File: config.mk
export PLATFORM = sky130hd
export DESIGN_NAME = cs_guard_seq
export DESIGN_NICKNAME = d
export VERILOG_FILES = /design/src/rtl/cs_seq_pkg.sv /design/src/rtl/cs_code_decode.sv /design/src/rtl/cs_gap_timer.sv /design/src/rtl/cs_seq_ctrl.sv /design/src/rtl/cs_guard_seq.sv
export SDC_FILE = /design/constraint.sdc
export NUM_CORES = 1
export LEC_CHECK = 0
export BUFFER_PORTS_ARGS = -buffer_cell sky130_fd_sc_hd__buf_2
export CORE_MARGIN = 1
export CORE_UTILIZATION = 45
export CTS_BUF_LIST = sky130_fd_sc_hd__clkbuf_16
export CTS_CLUSTER_DIAMETER = 80
export DETAILED_ROUTE_END_ITERATION = 12
export PLACE_DENSITY = 0.68
export SKIP_LAST_GASP = 1
export SLEW_MARGIN = 20
export SYNTH_ARGS = -nofsm -noshare
export SYNTH_HDL_FRONTEND = slang
export SYNTH_SLANG_ARGS = --single-unit
File: constraint.sdc
create_clock -name clk -period 4.6 [get_ports clk]
set_input_delay 1.38 -clock clk [delete_from_list [all_inputs] [get_ports clk]]
set_output_delay 1.38 -clock clk [all_outputs]
set_load 0.01 [all_outputs]
File: src/rtl/cs_seq_pkg.sv
package cs_seq_pkg;

  typedef enum logic [1:0] {
    SEQ_IDLE   = 2'd0,
    SEQ_ACTIVE = 2'd1,
    SEQ_WAIT   = 2'd2
  } seq_state_t;

endpackage

File: src/rtl/cs_code_decode.sv
module cs_code_decode #(
  parameter int NUM_CS = 4
) (
  input  logic [NUM_CS-1:0] code,
  input  logic              pass_mode,
  output logic [NUM_CS-1:0] pattern,
  output logic              legal
);

  localparam logic [NUM_CS-1:0] ALL_HIGH = '1;

  logic [NUM_CS-1:0] prio_pattern;
  logic              prio_hit;

  // Lowest zero wins: scanning downward lets the lowest index write last.
  always_comb begin
    prio_pattern = ALL_HIGH;
    prio_hit     = 1'b0;
    for (int i = NUM_CS - 1; i >= 0; i--) begin
      if (!code[i]) begin
        prio_pattern    = ALL_HIGH;
        prio_pattern[i] = 1'b0;
        prio_hit        = 1'b1;
      end
    end
  end

  always_comb begin
    if (pass_mode) begin
      pattern = code;
      legal   = (code != ALL_HIGH);
    end else begin
      pattern = prio_pattern;
      legal   = prio_hit;
    end
  end

endmodule

File: src/rtl/cs_gap_timer.sv
module cs_gap_timer #(
  parameter int CFG_W   = 8,
  parameter int MIN_GAP = 6
) (
  input  logic             clk,
  input  logic             rst_n,
  input  logic             load,
  input  logic [CFG_W-1:0] gap_cfg,
  output logic             gap_clear
);

  localparam logic [CFG_W-1:0] FLOOR = CFG_W'(MIN_GAP);

  logic [CFG_W-1:0] cnt_q, cnt_d, load_val;
  logic             cnt_en;

  always_comb begin
    load_val = (gap_cfg <= FLOOR) ? FLOOR : gap_cfg;
    cnt_en   = load || (cnt_q != '0);
    if (load)
      cnt_d = load_val;
    else if (cnt_q != '0)
      cnt_d = cnt_q - 1'b1;
    else
      cnt_d = cnt_q;
  end

  always_ff @(posedge clk or negedge rst_n) begin
    if (!rst_n)
      cnt_q <= '0;
    else if (cnt_en)
      cnt_q <= cnt_d;
  end

  // A count of 1 means the coming edge is the last one of the gap.
  assign gap_clear = (cnt_q <= CFG_W'(1));

endmodule

File: src/rtl/cs_seq_ctrl.sv
module cs_seq_ctrl
  import cs_seq_pkg::*;
#(
  parameter int NUM_CS = 4
) (
  input  logic              clk,
  input  logic              rst_n,
  input  logic              req_valid,
  input  logic [NUM_CS-1:0] dec_pattern,
  input  logic              dec_legal,
  input  logic              release_i,
  input  logic              gap_clear,
  output logic              gap_load,
  output logic              busy,
  output logic [NUM_CS-1:0] cs_n,
  output logic              err_pulse
);

  localparam logic [NUM_CS-1:0] ALL_HIGH = '1;

  seq_state_t        state_q, state_d;
  logic [NUM_CS-1:0] cs_q, cs_d, pend_q, pend_d;
  logic              cs_en, pend_en, err_q, err_d;

  always_comb begin
    state_d  = state_q;
    cs_d     = cs_q;
    cs_en    = 1'b0;
    pend_d   = pend_q;
    pend_en  = 1'b0;
    err_d    = 1'b0;
    gap_load = 1'b0;
    unique case (state_q)
      SEQ_IDLE: begin
        if (req_valid) begin
          if (!dec_legal) begin
            err_d = 1'b1;
          end else if (gap_clear) begin
            cs_d    = dec_pattern;
            cs_en   = 1'b1;
            state_d = SEQ_ACTIVE;
          end else begin
            pend_d  = dec_pattern;
            pend_en = 1'b1;
            state_d = SEQ_WAIT;
          end
        end
      end
      SEQ_WAIT: begin
        if (gap_clear) begin
          cs_d    = pend_q;
          cs_en   = 1'b1;
          state_d = SEQ_ACTIVE;
        end
      end
      SEQ_ACTIVE: begin
        if (release_i) begin
          cs_d     = ALL_HIGH;
          cs_en    = 1'b1;
          gap_load = 1'b1;
          state_d  = SEQ_IDLE;
        end
      end
      default: begin
        state_d = SEQ_IDLE;
        cs_d    = ALL_HIGH;
        cs_en   = 1'b1;
      end
    endcase
  end

  always_ff @(posedge clk or negedge rst_n) begin
    if (!rst_n) begin
      state_q <= SEQ_IDLE;
      err_q   <= 1'b0;
    end else begin
      state_q <= state_d;
      err_q   <= err_d;
    end
  end

  always_ff @(posedge clk or negedge rst_n) begin
    if (!rst_n)
      cs_q <= ALL_HIGH;
    else if (cs_en)
      cs_q <= cs_d;
  end

  always_ff @(posedge clk or negedge rst_n) begin
    if (!rst_n)
      pend_q <= ALL_HIGH;
    else if (pend_en)
      pend_q <= pend_d;
  end

  assign busy      = (state_q != SEQ_IDLE);
  assign cs_n      = cs_q;
  assign err_pulse = err_q;

endmodule

File: src/rtl/cs_guard_seq.sv
module cs_guard_seq #(
  parameter int NUM_CS  = 4,
  parameter int CFG_W   = 8,
  parameter int MIN_GAP = 6
) (
  input  logic              clk,
  input  logic              rst_n,
  input  logic              req_valid,
  input  logic [NUM_CS-1:0] req_code,
  input  logic              decode_en,
  input  logic [CFG_W-1:0]  gap_cfg,
  input  logic              release_i,
  output logic              busy,
  output logic [NUM_CS-1:0] cs_n,
  output logic              err_pulse
);

  logic [NUM_CS-1:0] dec_pattern;
  logic              dec_legal, gap_clear, gap_load;

  cs_code_decode #(.NUM_CS(NUM_CS)) u_decode (
    .code      (req_code),
    .pass_mode (decode_en),
    .pattern   (dec_pattern),
    .legal     (dec_legal)
  );

  cs_gap_timer #(.CFG_W(CFG_W), .MIN_GAP(MIN_GAP)) u_timer (
    .clk       (clk),
    .rst_n     (rst_n),
    .load      (gap_load),
    .gap_cfg   (gap_cfg),
    .gap_clear (gap_clear)
  );

  cs_seq_ctrl #(.NUM_CS(NUM_CS)) u_ctrl (
    .clk         (clk),
    .rst_n       (rst_n),
    .req_valid   (req_valid),
    .dec_pattern (dec_pattern),
    .dec_legal   (dec_legal),
    .release_i   (release_i),
    .gap_clear   (gap_clear),
    .gap_load    (gap_load),
    .busy        (busy),
    .cs_n        (cs_n),
    .err_pulse   (err_pulse)
  );

endmodule

; After elaboration in Yosys (flattened, before gate mapping)
; Index checks and enable logic that the tools add are counted.
[op_classes]
muxes = 38
reduce_logical = 9
magnitude_cmp = 2
n_bitwise = 1
add_sub_neg = 1
eq_ne = 8
[op_table]
columns = operator, count
row1 = $mux 4, 10
row2 = $mux 8, 3
row3 = $mux 1, 17
row4 = $pmux 4 s3, 1
row5 = $mux 2, 5
row6 = $le 8x1->1 const B, 1
row7 = $le 8x3->1 const B, 1
row8 = $ne 2x2->1 const B, 4
row9 = $reduce_bool 8->1, 1
row10 = $sub 8x1->8 const B, 1
row11 = $pmux 2 s3, 1
row12 = $reduce_and 6->1, 1
row13 = $reduce_and 5->1, 1
row14 = $ne 4x4->1 const B, 1
row15 = $reduce_and 4->1, 1
row16 = $reduce_bool 2->1, 2
row17 = $pmux 1 s3, 1
row18 = $eq 2x1->1 const B, 1
row19 = $eq 2x2->1 const B, 1
row20 = $logic_not 2->1, 1
row21 = $ne 2x1->1 const B, 1
row22 = $reduce_and 2->1, 1
row23 = $logic_or 1x1->1, 1
row24 = $not 1->1, 1
[totals]
register_bits = 19
word_cells = 64

; Depth between registers and ports, before layout
; Gate-level depths: netlist (run 1).
[logic_depth]
depth_word = 9
mapped_depth = 6
ltp_nobuf = 6

; By module
; From an unflattened synthesis (run 1), not the netlist that was laid out.
[unflattened]
cells_unflattened = 115
area_unflattened_um2 = 1171.1
[by_module_without_submodules]
columns = module, area_each_um2, instances, cells_per_inst, seq_area_each_um2
row1 = cs_seq_ctrl, 586.8, 1, 49, 285.3
row2 = cs_gap_timer, 539.3, 1, 59, 200.2
row3 = cs_code_decode, 45.0, 1, 7, 0.0

; Worst setup path after synthesis (run 1)
; OpenSTA, ideal clock, no wires.
[synth_timing]
path_kind = input -> register
startpoint = input gap_cfg[7]
endpoint = register u_timer.cnt_q[0]
t_required_ns = 4.466
stages = 3
arrival_ns = 2.201
setup_ns = 0.134
slack_ns = 2.266
cell_sequence = or4_1 > a211oi_1 > o22ai_1
[synth_via]
elab_chain_cells = 3
[synth_lines]
columns = element, line
row1 = start: declaration, cs_guard_seq.sv:11  ; input logic [CFG_W-1:0] gap_cfg,
row2 = $le 8x3->1, cs_gap_timer.sv:18  ; load_val = (gap_cfg <= FLOOR) ? FLOOR : gap_cfg;
row3 = $mux 8, cs_gap_timer.sv:18
row4 = $mux 8, cs_gap_timer.sv:20  ; if (load)
row5 = end signal: assignment, cs_gap_timer.sv:32  ; cnt_q <= cnt_d;
row6 = end: declaration, cs_gap_timer.sv:14  ; logic [CFG_W-1:0] cnt_q, cnt_d, load_val;
; Every way passes these cells.
; A chain may end at the register's enable or synchronous reset.

; Final worst setup path (run 1)
[layout_timing]
startpoint = register u_ctrl.state_q[0]
endpoint = output busy
[layout_via]
elab_chain_cells = 1
[layout_lines]
columns = element, line
row1 = start: declaration, cs_seq_ctrl.sv:21  ; seq_state_t state_q, state_d;
row2 = start signal: assignment, cs_seq_ctrl.sv:77  ; state_q <= state_d;
row3 = $reduce_bool 2->1, cs_seq_ctrl.sv:96  ; assign busy = (state_q != SEQ_IDLE);
row4 = end: declaration, cs_guard_seq.sv:13  ; output logic busy,
; Every way passes these cells.

==> impl_results.md, run 1 <==
- Status: finished, final reports clean
- Max-cap violations: 0
- TritonCTS clock tree: built
- Yosys reg bits: 19
- Post-CTS Setup Bufs: 0
- CP delay by family, top: flip-flops
- Row count: 17
- M3 GR Usage: 4.76%
- Starting DRT DRC Count: 5
- Final GP Congestion: 0.711
- Sequential element share of the synthesized area: between 40% and 50%
- Area grow syn2layout: 20.3%
- I/O Buffers: 22
- Cell Pwr Density: roughly 630 mW/mm^2
- Leak: 0.566 nW
- Die area: 0.00258 mm^2
- Area after DPL: about 0.0012 mm^2
- Critical path's largest stage delay: about 0.47 ns
- CP endpoint kind: output port
- Rel. slew slack: 67.0%
- Final setup viols: 0
- Detailed Place HPWL: between 1500 and 2000 um
- CP Launch Type: flip-flop
- Worst slew pin tran: between 0.4 and 0.5 ns
- Routed Antenna Nets: 0
- Placed Instances: 151
- Multi-input combinational cell area: approximately 560 um^2
- Commonest cells after routing, fill and taps aside: 22 x buf_2, 11 x dfrtp_1, 9 x nor2_1
- Clock slew at reported path FFs: 0.05 ns
- Hold buffers post-CTS: 0
- Cells after Synth: between 100 and 150
- WS Path Type: reg -> out
- Tmin final: ~2.6 ns
- H-tree depth: 1
- DRC violations left: 0
- Clock Sinks: 19
- Post-synth EDFFs: 0
- Setup TNS: 0 ns
- WL final: 2010 um
- Commonest non-fill, non-tap cell in the layout: buf_2
- Synth unique cells: 36
- Diode count: 0
- Async SR Flop Fraction: 100%
- Clock skew: around 0.0012 ns
- Longest Clk Path Bufs: 2
- Root Buffer: clkbuf_16
- HP Class: reg -> reg
- Total Power: about 0.81 mW
- Maximum vdd drop: 351 uV
- Number of antenna violations at the first check in global routing: 0
- Worst reg-to-reg setup slack: 2.72 ns
- Core footprint: 0.00223 mm^2
- Max Clock Freq: approximately 380 MHz
- Final worst path period share: a little under three fifths
- Average cell area after synthesis: around 10 um^2
- Crit path buf inv count: 2
- M2 GR Usage: 30.4%
- Fin util: 57.8%
- Largest net degree at the start of global routing: 20
- I/O pins: 23
- Syn nets: 123
- Via count of the routed design: between 800 and 900
- Drt pass-1 iters: 4
- Pins over their slew limit: 0
- Seq. cell area: 485 um^2
- Critical path's slowest cell: dfrtp_1
- Die Height: about 50 um
- Die W: 50.8 um
- Layout cell share with drive strength beyond 1: 36.2%
- Total CTS buffers: 3
- Starting Density: 48.0%
- Layout net count: 148
- Final Instance Area: 0.00129 mm^2
- Total GRT Usage: 18.4%
- Ys flop type: dfrtp_1
- Global route hottest layer: met2
- Cell breakdown of the critical path: nor2_1, inv_1, buf_2
- RSZ-0062 raised after global routing: false
- Met1 Track Usage GR: 21.1%
- Max FO, Critical Path: 8
- WP data required: around 3.2 ns
- Yosys Warn Count: 0
- Vias in the first global route: roughly 780
- Synthesized area: 0.00107 mm^2
- Wirelength per Cell: 13.0 um
- Worst-Skew Late Latency: 0.25 ns
- Grt ovf: 0
- CTS resizes: 0
- Fill count: 203
- DR vias/cell: 5.30
- CP Data Arrival Time: approximately 1.2 ns
- Finished Layout Cells: between 150 and 200
- Final Hold Violating Endpoints: 0
- First-pass GRT wire length: 3380 um
power breakdown:
| group | total [mW] | switching (mW) | internal [mW] |
|---|---|---|---|
| clock network | 0.177 | 0.0603 | 0.116 |
| registers | 0.344 | 0.0755 | 0.268 |
| logic | 0.292 | 0.141 | 0.151 |
flip-flops by register name (all words and copies together) (netlist names):
register          count
u_ctrl.state_q        2
u_timer.cnt_q         8
u_ctrl.err_pulse      1
u_ctrl.pend_q         4
u_ctrl.cs_n           4
worst paths after layout:
kind | from | end | cells past startpoint
max | u_ctrl.state_q[0]$_DFFE_PN0P_ | busy | 3
min | u_ctrl.cs_n[0]$_DFFE_PN1P_ | u_ctrl.cs_n[0]$_DFFE_PN1P_ | 2
max reg2reg | u_timer.cnt_q[0]$_DFFE_PN0P_ | u_ctrl.pend_q[0]$_DFFE_PN1P_ | 5
min reg2reg | u_ctrl.cs_n[0]$_DFFE_PN1P_ | u_ctrl.cs_n[0]$_DFFE_PN1P_ | 2
max in group asynchronous | rst_n | u_ctrl.cs_n[0]$_DFFE_PN1P_ | 1
min in group asynchronous | rst_n | u_ctrl.err_pulse$_DFF_PN0_ | 1
cell usage after synthesis (2+ instances only):
library cell | n | area [um^2]
dfrtp_1 | 11 | 275
o21ai_0 | 6 | 30.0
o22ai_1 | 2 | 12.5
inv_1 | 5 | 18.8
xnor2_1 | 2 | 17.5
nor3_1 | 2 | 10.0
mux2_2 | 7 | 78.8
nand3_1 | 2 | 10.0
clkbuf_1 | 2 | 7.51
nand2b_1 | 5 | 31.3
and3b_1 | 2 | 17.5
nand2_1 | 6 | 22.5
mux2i_1 | 4 | 40.0
a21oi_1 | 6 | 30.0
ha_1 | 3 | 37.5
o31ai_1 | 2 | 15.0
dfstp_2 | 8 | 210
nor2_1 | 9 | 33.8
nor2b_1 | 2 | 12.5
per-layer routing:
| layer | share of wire, % | up-vias | wire length (um) |
|---|---|---|---|
| li1 | - | 422 | - |
| met1 | 45 | 374 | 903 |
| met2 | 49 | 21 | 984 |
| met3 | 3.8 | 5 | 77 |
| met4 | 2.1 | 0 | 43 |
| met5 | 0 | - | 0 |
metrics by stage:
stage | setup slack, ns | hold WS (ns)
after floorplan | 2.27 | 0.445
after global placement | 2.02 | 0.453
after detailed placement | 2.03 | 0.461
after CTS | 1.99 | 0.470
after global routing | 1.94 | 0.491
final | 1.98 | 0.466
layout make-up:
type | count | area share (%)
clock inverter | 1 | 0.388
multi-input combinational | 77 | 43.5
tap | 28 | 2.72
sequential | 19 | 37.6
clock buffer | 3 | 5.82
timing repair buffer | 22 | 8.54
inverter | 5 | 1.45
tightest hold or removal path, delay by kind of cell (launching register included):
family                 cells  cell delay [ns]
muxes                      1             0.06
buffers and inverters      1             0.04
DFF                        1             0.36
cells by family (layout without fill, tap and decap cells):
| group | Yosys count | in the layout | share of synthesized area, % |
|---|---|---|---|
| adder cells (fa/ha/maj) | 3 | 3 | 3.50 |
| buffers and inverters | 7 | 31 | 2.45 |
| AO/OA/AOI/OAI | 26 | 26 | 17.2 |
| multiplexers | 11 | 11 | 11.1 |
| flip-flops | 19 | 19 | 45.3 |
| XOR/XNOR | 3 | 3 | 2.45 |
| AND/OR/NAND/NOR | 34 | 34 | 18.1 |
Power figures use the tool's default switching activity.
==> run 2, diff against run 1 <==
Clock period 4.6 ns to 2.7 ns, I/O delays scaled along.
==> run 2 against run 1 <==
Compared with the run above:
- cell area stayed put
- clock-buffer cell count stayed put
- sequential share of layout area did not move
- register-to-register slack got worse by 1.9 ns
- hold slack got worse by 0.0014 ns
- clock skew grew 0.00068 ns
==> impl_results.md, run 2 (same netlist as run 1, synthesis figures left out) <==
- Longest Clk Path Bufs: 2 (unchanged)
- DR vias/cell: 5.53 (was 5.30)
- Number of antenna violations at the first check in global routing: 0 (unchanged)
- Worst reg-to-reg setup slack: 0.82 ns (was 2.72 ns)
- WP data required: 1.89 ns (was 3.22 ns)
- Commonest cells after routing, fill and taps aside: 22 x buf_2, 11 x dfrtp_1, 9 x nor2_1 (unchanged)
- WS Path Type: reg -> out (unchanged)
- Starting DRT DRC Count: 17 (was 5)
- Maximum vdd drop: 572 uV (was 351 uV)
- CP endpoint kind: output port (unchanged)
- Largest register FFs: 8 (unchanged)
- Setup crit start: u_ctrl.state_q[0]$_DFFE_PN0P_ (unchanged)
- Starting Density: 48.0% (unchanged)
- Max Clock Freq: 495 MHz
- Drt pass-1 iters: 4 (unchanged)
- CP Launch Type: flip-flop (unchanged)
- Root Buffer: clkbuf_16 (unchanged)
- Commonest non-fill, non-tap cell in the layout: buf_2 (unchanged)
- Post-CTS Setup Bufs: 0 (unchanged)
- CTS resizes: 0 (unchanged)
- First-pass GRT wire length: 3570 um (was 3380 um)
- Rel. slew slack: 70.0% (was 67.0%)
- Total Power: 1.39 mW (was 0.812 mW)
- Clock slew at reported path FFs: 0.05 ns (about the same)
- Via count of the routed design: 857 (was 822)
- Final worst path period share: 74.9%
- Total GRT Usage: 18.8% (was 18.4%)
- Clock skew: 0.00188 ns (was 0.00119 ns)
- Reg2reg path depth: 5 (unchanged)
- R2r endpoint: u_ctrl.pend_q[0]$_DFFE_PN1P_ (unchanged)
- H-tree depth: 1 (unchanged)
- Final setup viols: 0 (unchanged)
- Hold Path Origin: u_ctrl.cs_n[0]$_DFFE_PN1P_ (unchanged)
- Cell Pwr Density: 1080 mW/mm^2 (was 630 mW/mm^2)
- Max FO, Critical Path: 8 (unchanged)
- Final Hold Violating Endpoints: 0 (unchanged)
- Final GP Congestion: 0.711 (about the same)
- Tmin final: 2.02 ns
- Worst-Skew Late Latency: 0.25 ns (about the same)
- CP Data Arrival Time: 1.21 ns (was 1.24 ns)
- Wirelength per Cell: 13.3 um (was 13.0 um)
- Die Height: 50.8 um (unchanged)
- Hold buffers post-CTS: 0 (unchanged)
- Core footprint: 0.00223 mm^2 (unchanged)
- TritonCTS clock tree: built (unchanged)
- Largest net degree at the start of global routing: 20 (unchanged)
- Status: finished, final reports clean (unchanged)
- Worst R2R Start: u_timer.cnt_q[0]$_DFFE_PN0P_ (unchanged)
- Grt ovf: 0 (unchanged)
- Hold path depth: 2 (unchanged)
- HP Class: reg -> reg (unchanged)
- Die area: 0.00258 mm^2 (unchanged)
- Layout cell share with drive strength beyond 1: 36.2% (unchanged)
- WL final: 2060 um (was 2010 um)
- Routed Antenna Nets: 0 (unchanged)
- Total CTS buffers: 3 (unchanged)
- Vias in the first global route: 823 (was 781)
- Fill count: 209 (was 203)
- DRC violations left: 0 (unchanged)
- RSZ-0062 raised after global routing: false (unchanged)
- I/O Buffers: 22 (unchanged)
- I/O pins: 23 (unchanged)
- Clock Sinks: 19 (unchanged)
- Area grow syn2layout: 20.3% (unchanged)
- Pins over their slew limit: 0 (unchanged)
- Row count: 17 (unchanged)
- Layout net count: 148 (unchanged)
- Top reg by flops: u_timer.cnt_q (unchanged)
- Detailed Place HPWL: 1590 um (was 1540 um)
- Setup TNS: 0 ns (unchanged)
- Worst slew pin tran: 0.445 ns (was 0.490 ns)
- Max-cap violations: 0 (unchanged)
- Min-Delay Endpoint: u_ctrl.cs_n[0]$_DFFE_PN1P_ (unchanged)
- Die W: 50.8 um (unchanged)
- Fin util: 57.8% (unchanged)
- Diode count: 0 (unchanged)
- Leak: 0.566 nW (unchanged)
==> run 2: cell counts in the layout (fill, tap and decap cells not counted) <==
No cell type changed its count.
==> run 2: final cells by class <==
class,count,area (um^2),area share (%)
clock buffers,3,75.1,5.82
well taps,28,35.0,2.72
multi-input cells,77,561,43.5
flip-flops and latches,19,485,37.6
clock inverters,1,5.00,0.388
inverters,5,18.8,1.45
repair buffers,22,110,8.54
==> run 2: critical path: stages (launching register included) <==
cell	delay (ns)
dfrtp_1	0.46
nor2_1	0.24
inv_1	0.11
buf_2	0.15
==> run 2: worst max-delay path by stage <==
stage                                        end  cells past startpoint  slack (ns)
detailed placement  u_ctrl.pend_q[0]$_DFFE_PN1P_                      5        0.66
global route                                busy                      3        0.59
global placement    u_ctrl.pend_q[0]$_DFFE_PN1P_                      5        0.69
floorplan           u_timer.cnt_q[0]$_DFFE_PN0P_                      3        0.94
finish                                      busy                      3        0.68
CTS                                         busy                      3        0.67
==> run 2: per-layer routing <==
| metal | GRT usage [%] | part of all wire [%] | up-vias |
|---|---|---|---|
| met4 | 9.72 | 1.9 | 0 |
| met3 | 2.68 | 4.1 | 5 |
| met1 | 23.9 | 46 | 402 |
| met2 | 31.1 | 47 | 23 |
| li1 | - | - | 427 |
| met5 | 0 | 0 | - |
==> run 2: stage by stage <==
stage,cells,hold slack [ns],worst slack (ns),area [um^2]
floorplan,103,0.445,0.936,1070
global placement,151,0.453,0.686,1210
detailed placement,151,0.462,0.664,1210
CTS,155,0.472,0.670,1290
global route,155,0.487,0.587,1290
finish,155,0.465,0.678,1290
==> run 2: where the power goes <==
| part | leakage, nW | internal, mW | switching [mW] |
|---|---|---|---|
| Sequential | 0.219 | 0.457 | 0.129 |
| Combinational | 0.306 | 0.259 | 0.242 |
| Clock | 0.0409 | 0.198 | 0.104 |
==> run 3, diff against run 2 <==
Settings changed: ABC_AREA from default to 1, PLACE_DENSITY 0.68 to 0.67.
Clock period 2.7 ns to 2 ns, I/O delays scaled along.
==> run 3 against run 2 <==
Compared with the run above:
- synthesized area up 15%
- clock skew shrank 0.00077 ns
- die area grew 15%
- cell count is 43% higher
- critical endpoint unchanged
- largest cell class unchanged
- largest power group is now combinational cells
==> impl_results.md, run 3 <==
- Hold buffers post-CTS: 0 (unchanged)
- Post-CTS Setup Bufs: 0 (unchanged)
- Ys flop type: dfrtp_1 (unchanged)
- M3 GR Usage: 2.50% (was 2.68%)
- Average cell area after synthesis: 7.45 um^2 (was 10.4 um^2)
- Via count of the routed design: 1096 (was 857)
- Area grow syn2layout: 17.8% (was 20.3%)
- Routed Antenna Nets: 0 (unchanged)
- Synth Area in Adders: 3.04% (was 3.50%)
- Die Height: 54.4 um (was 50.8 um)
- Largest net degree at the start of global routing: 20 (unchanged)
- Yosys reg bits: 19 (unchanged)
- Layout cell share with drive strength beyond 1: 27.7% (was 36.2%)
- Post-synth EDFFs: 0 (unchanged)
- Min Hold Slack: 0.276 ns (was 0.465 ns)
- WL final: 2460 um (was 2060 um)
- Clock Sinks: 19 (unchanged)
- DRC violations left: 0 (unchanged)
- Vias in the first global route: 1016 (was 823)
- Worst R2R Start: u_timer.cnt_q[0]$_DFFE_PN0P_ (unchanged)
- Clock slew at reported path FFs: 0.05 ns (about the same)
- Synth unique cells: 27 (was 36)
- Rel. slew slack: 72.7% (was 70.0%)
- Wirelength per Cell: 11.1 um (was 13.3 um)
- Compound-Gate Fraction of Synth Area: 8.91% (was 17.2%)
- Synth top area share: 22.3% (was 25.7%)
- Total GRT Usage: 20.3% (was 18.8%)
- CTS resizes: 0 (unchanged)
- Total CTS buffers: 3 (unchanged)
- Commonest non-fill, non-tap cell in the layout: nand2_1 (was buf_2)
- Comb power frac: 41.9% (was 36.1%)
- Final Hold Violating Endpoints: 0 (unchanged)
- Maximum vdd drop: 793 uV (was 572 uV)
- Setup crit start: u_ctrl.state_q[0]$_DFFE_PN0P_ (unchanged)
- Sequential element share of the synthesized area: 39.3% (was 45.3%)
- Top cells by area, synth: dfrtp_1 22%, dfstp_2 17%, nand2_1 13% (was dfrtp_1 26%, dfstp_2 20%, mux2_2 7.4%)
- Proportion of power drawn by the clock network: 20.7% (was 21.8%)
- Cells after Synth: 166 (was 103)
- Top reg by flops: u_timer.cnt_q (unchanged)
- Leak: 0.766 nW (was 0.566 nW)
- I/O pins: 23 (unchanged)
- Yosys Warn Count: 0 (unchanged)
- Number of antenna violations at the first check in global routing: 0 (unchanged)
- P_int: 1.20 mW (was 0.914 mW)
- Commonest cells after routing, fill and taps aside: 44 x nand2_1, 22 x buf_2, 20 x inv_1 (was 22 x buf_2, 11 x dfrtp_1, 9 x nor2_1)
- Multiplexer share of the synthesized area: 0% (was 11.1%)
- Status: finished, final reports clean (unchanged)
- Core footprint: 0.00254 mm^2 (was 0.00223 mm^2)
- M2 GR Usage: 32.9% (was 31.1%)
- Synthesized area: 0.00124 mm^2 (was 0.00107 mm^2)
- Largest register FFs: 8 (unchanged)
- DR vias/cell: 4.96 (was 5.53)
- Grt ovf: 0 (unchanged)
- Clock skew: 0.00111 ns (was 0.00188 ns)
- Final setup viols: 0 (unchanged)
- First-pass GRT wire length: 4300 um (was 3570 um)
- Synth Area in Simple Gates: 39.2% (was 18.1%)
- Reg power frac: 37.4% (was 42.2%)
- Max-cap violations: 0 (unchanged)
- Met1 Track Usage GR: 27.5% (was 23.9%)
- Final GP Congestion: 0.847 (was 0.711)
- Starting Density: 48.6% (was 48.0%)
- Diode count: 0 (unchanged)
- Reg2reg path depth: 9 (was 5)
- Starting DRT DRC Count: 12 (was 17)
- Layout net count: 212 (was 148)
- CP endpoint kind: output port (unchanged)
- Max FO, Critical Path: 5 (was 8)
- Setup TNS: 0 ns (unchanged)
- WS Path Type: reg -> out (unchanged)
- Cell Pwr Density: 1380 mW/mm^2 (was 1080 mW/mm^2)
- CP Data Arrival Time: 1.06 ns (was 1.21 ns)
- Root Buffer: clkbuf_16 (unchanged)
- Pins over their slew limit: 0 (unchanged)
- Tmin final: between 1.5 and 2 ns
- Global route hottest layer: met2 (unchanged)
- Worst reg-to-reg setup slack: 0.52 ns (was 0.82 ns)
- Main combinational cell family by area after synthesis: simple AND/OR/NAND/NOR gates (unchanged)
- Worst slew pin tran: 0.409 ns (was 0.445 ns)
- Die area: 0.00296 mm^2 (was 0.00258 mm^2)
- Max Clock Freq: about 600 MHz
- WP data required: 1.40 ns (was 1.89 ns)
- Longest Clk Path Bufs: 2 (unchanged)
- HP Class: in -> async (was reg -> reg)
- RSZ-0062 raised after global routing: false (unchanged)
- I/O Buffers: 22 (unchanged)
- Async SR Flop Fraction: 100% (unchanged)
- Drt pass-1 iters: 4 (unchanged)
- Worst-Skew Late Latency: 0.25 ns (about the same)
- Sw Share: 40.1% (was 34.2%)
- R2r endpoint: u_ctrl.cs_n[3]$_DFFE_PN1P_ (was u_ctrl.pend_q[0]$_DFFE_PN1P_)
- CP Launch Type: flip-flop (unchanged)
- Most frequent cell after synthesis: nand2_1 (was dfrtp_1)
- Syn nets: 186 (was 123)
- Row count: 18 (was 17)
- Die W: 54.4 um (was 50.8 um)
- Detailed Place HPWL: 1990 um (was 1590 um)
- Synth top cells by count: 44 x nand2_1, 20 x inv_1, 18 x nor2_1 (was 11 x dfrtp_1, 9 x nor2_1, 8 x dfstp_2)
- Final worst path period share: 83.1%
- P_sw: 0.803 mW (was 0.475 mW)
- Largest area contributor in the netlist: dfrtp_1 (unchanged)
- TritonCTS clock tree: built (unchanged)
- XOR/XNOR Fraction of Synth Area: 1.42% (was 2.45%)
- H-tree depth: 1 (unchanged)
## run 3: changes by cell type after synthesis, sizes merged, moves of 4 or more
cell	before	now
mux2i	4	0
inv	5	25
nand2	6	50
nor2	9	21
o21ai	6	12
nand3	2	18
mux2	7	0
nand2b	5	0
## run 3: cells by family after synthesis
logic type | Yosys count
AND/OR/NAND/NOR | 97
buffers and inverters | 26
AO/OA/AOI/OAI | 19
flip-flops | 19
adder cells (fa/ha/maj) | 3
XOR/XNOR | 2
## run 3: per-stage QoR
step / util, % / setup slack [ns] / std cells / instance area [um^2] / total power, mW
floorplan: - / 0.660 / 166 / 1240 / 1.37
global placement: 54.1 / 0.519 / 217 / 1380 / 1.58
detailed placement: 54.1 / 0.491 / 217 / 1380 / 1.60
CTS: 57.2 / 0.340 / 221 / 1460 / 2.02
global route: 57.2 / 0.282 / 221 / 1460 / 2.19
finish: 57.2 / 0.337 / 221 / 1460 / 2.00
## run 3: worst max-delay path, stage by stage (launching register included)
cell and delay, ns:
dfrtp_1 0.47, inv_2 0.09, nand2_4 0.11, buf_2 0.14
## run 3: power by group through the flow
stage               combinational [mW]  clock (mW)  sequential (mW)
global route                     0.974       0.438            0.778
finish                           0.839       0.415            0.750
detailed placement               0.844           0            0.756
global placement                 0.828           0            0.752
floorplan                        0.624           0            0.750
CTS                              0.848       0.425            0.751
## run 3: worst max-delay path by stage
stage,cells past startpoint,to,slack [ns]
after floorplan,9,u_ctrl.cs_n[0]$_DFFE_PN1P_,0.66
after global placement,5,u_timer.cnt_q[2]$_DFFE_PN0P_,0.52
after detailed placement,7,u_timer.cnt_q[6]$_DFFE_PN0P_,0.49
after CTS,3,busy,0.34
after global routing,3,busy,0.28
final,3,busy,0.34
## run 3: layer usage
layer	up-vias	wire, um
met5	-	0
met4	0	46
met3	5	51
met2	15	1130
met1	499	1230
li1	577	-
## run 3: cell type report
cell class	instances	area, um^2
well taps	30	37.5
clock buffers	3	75.1
multi-input cells	121	649
fillers	233	1090
flip-flops and latches	19	485
repair buffers	22	110
inverters	25	93.8
clock inverters	1	5.00
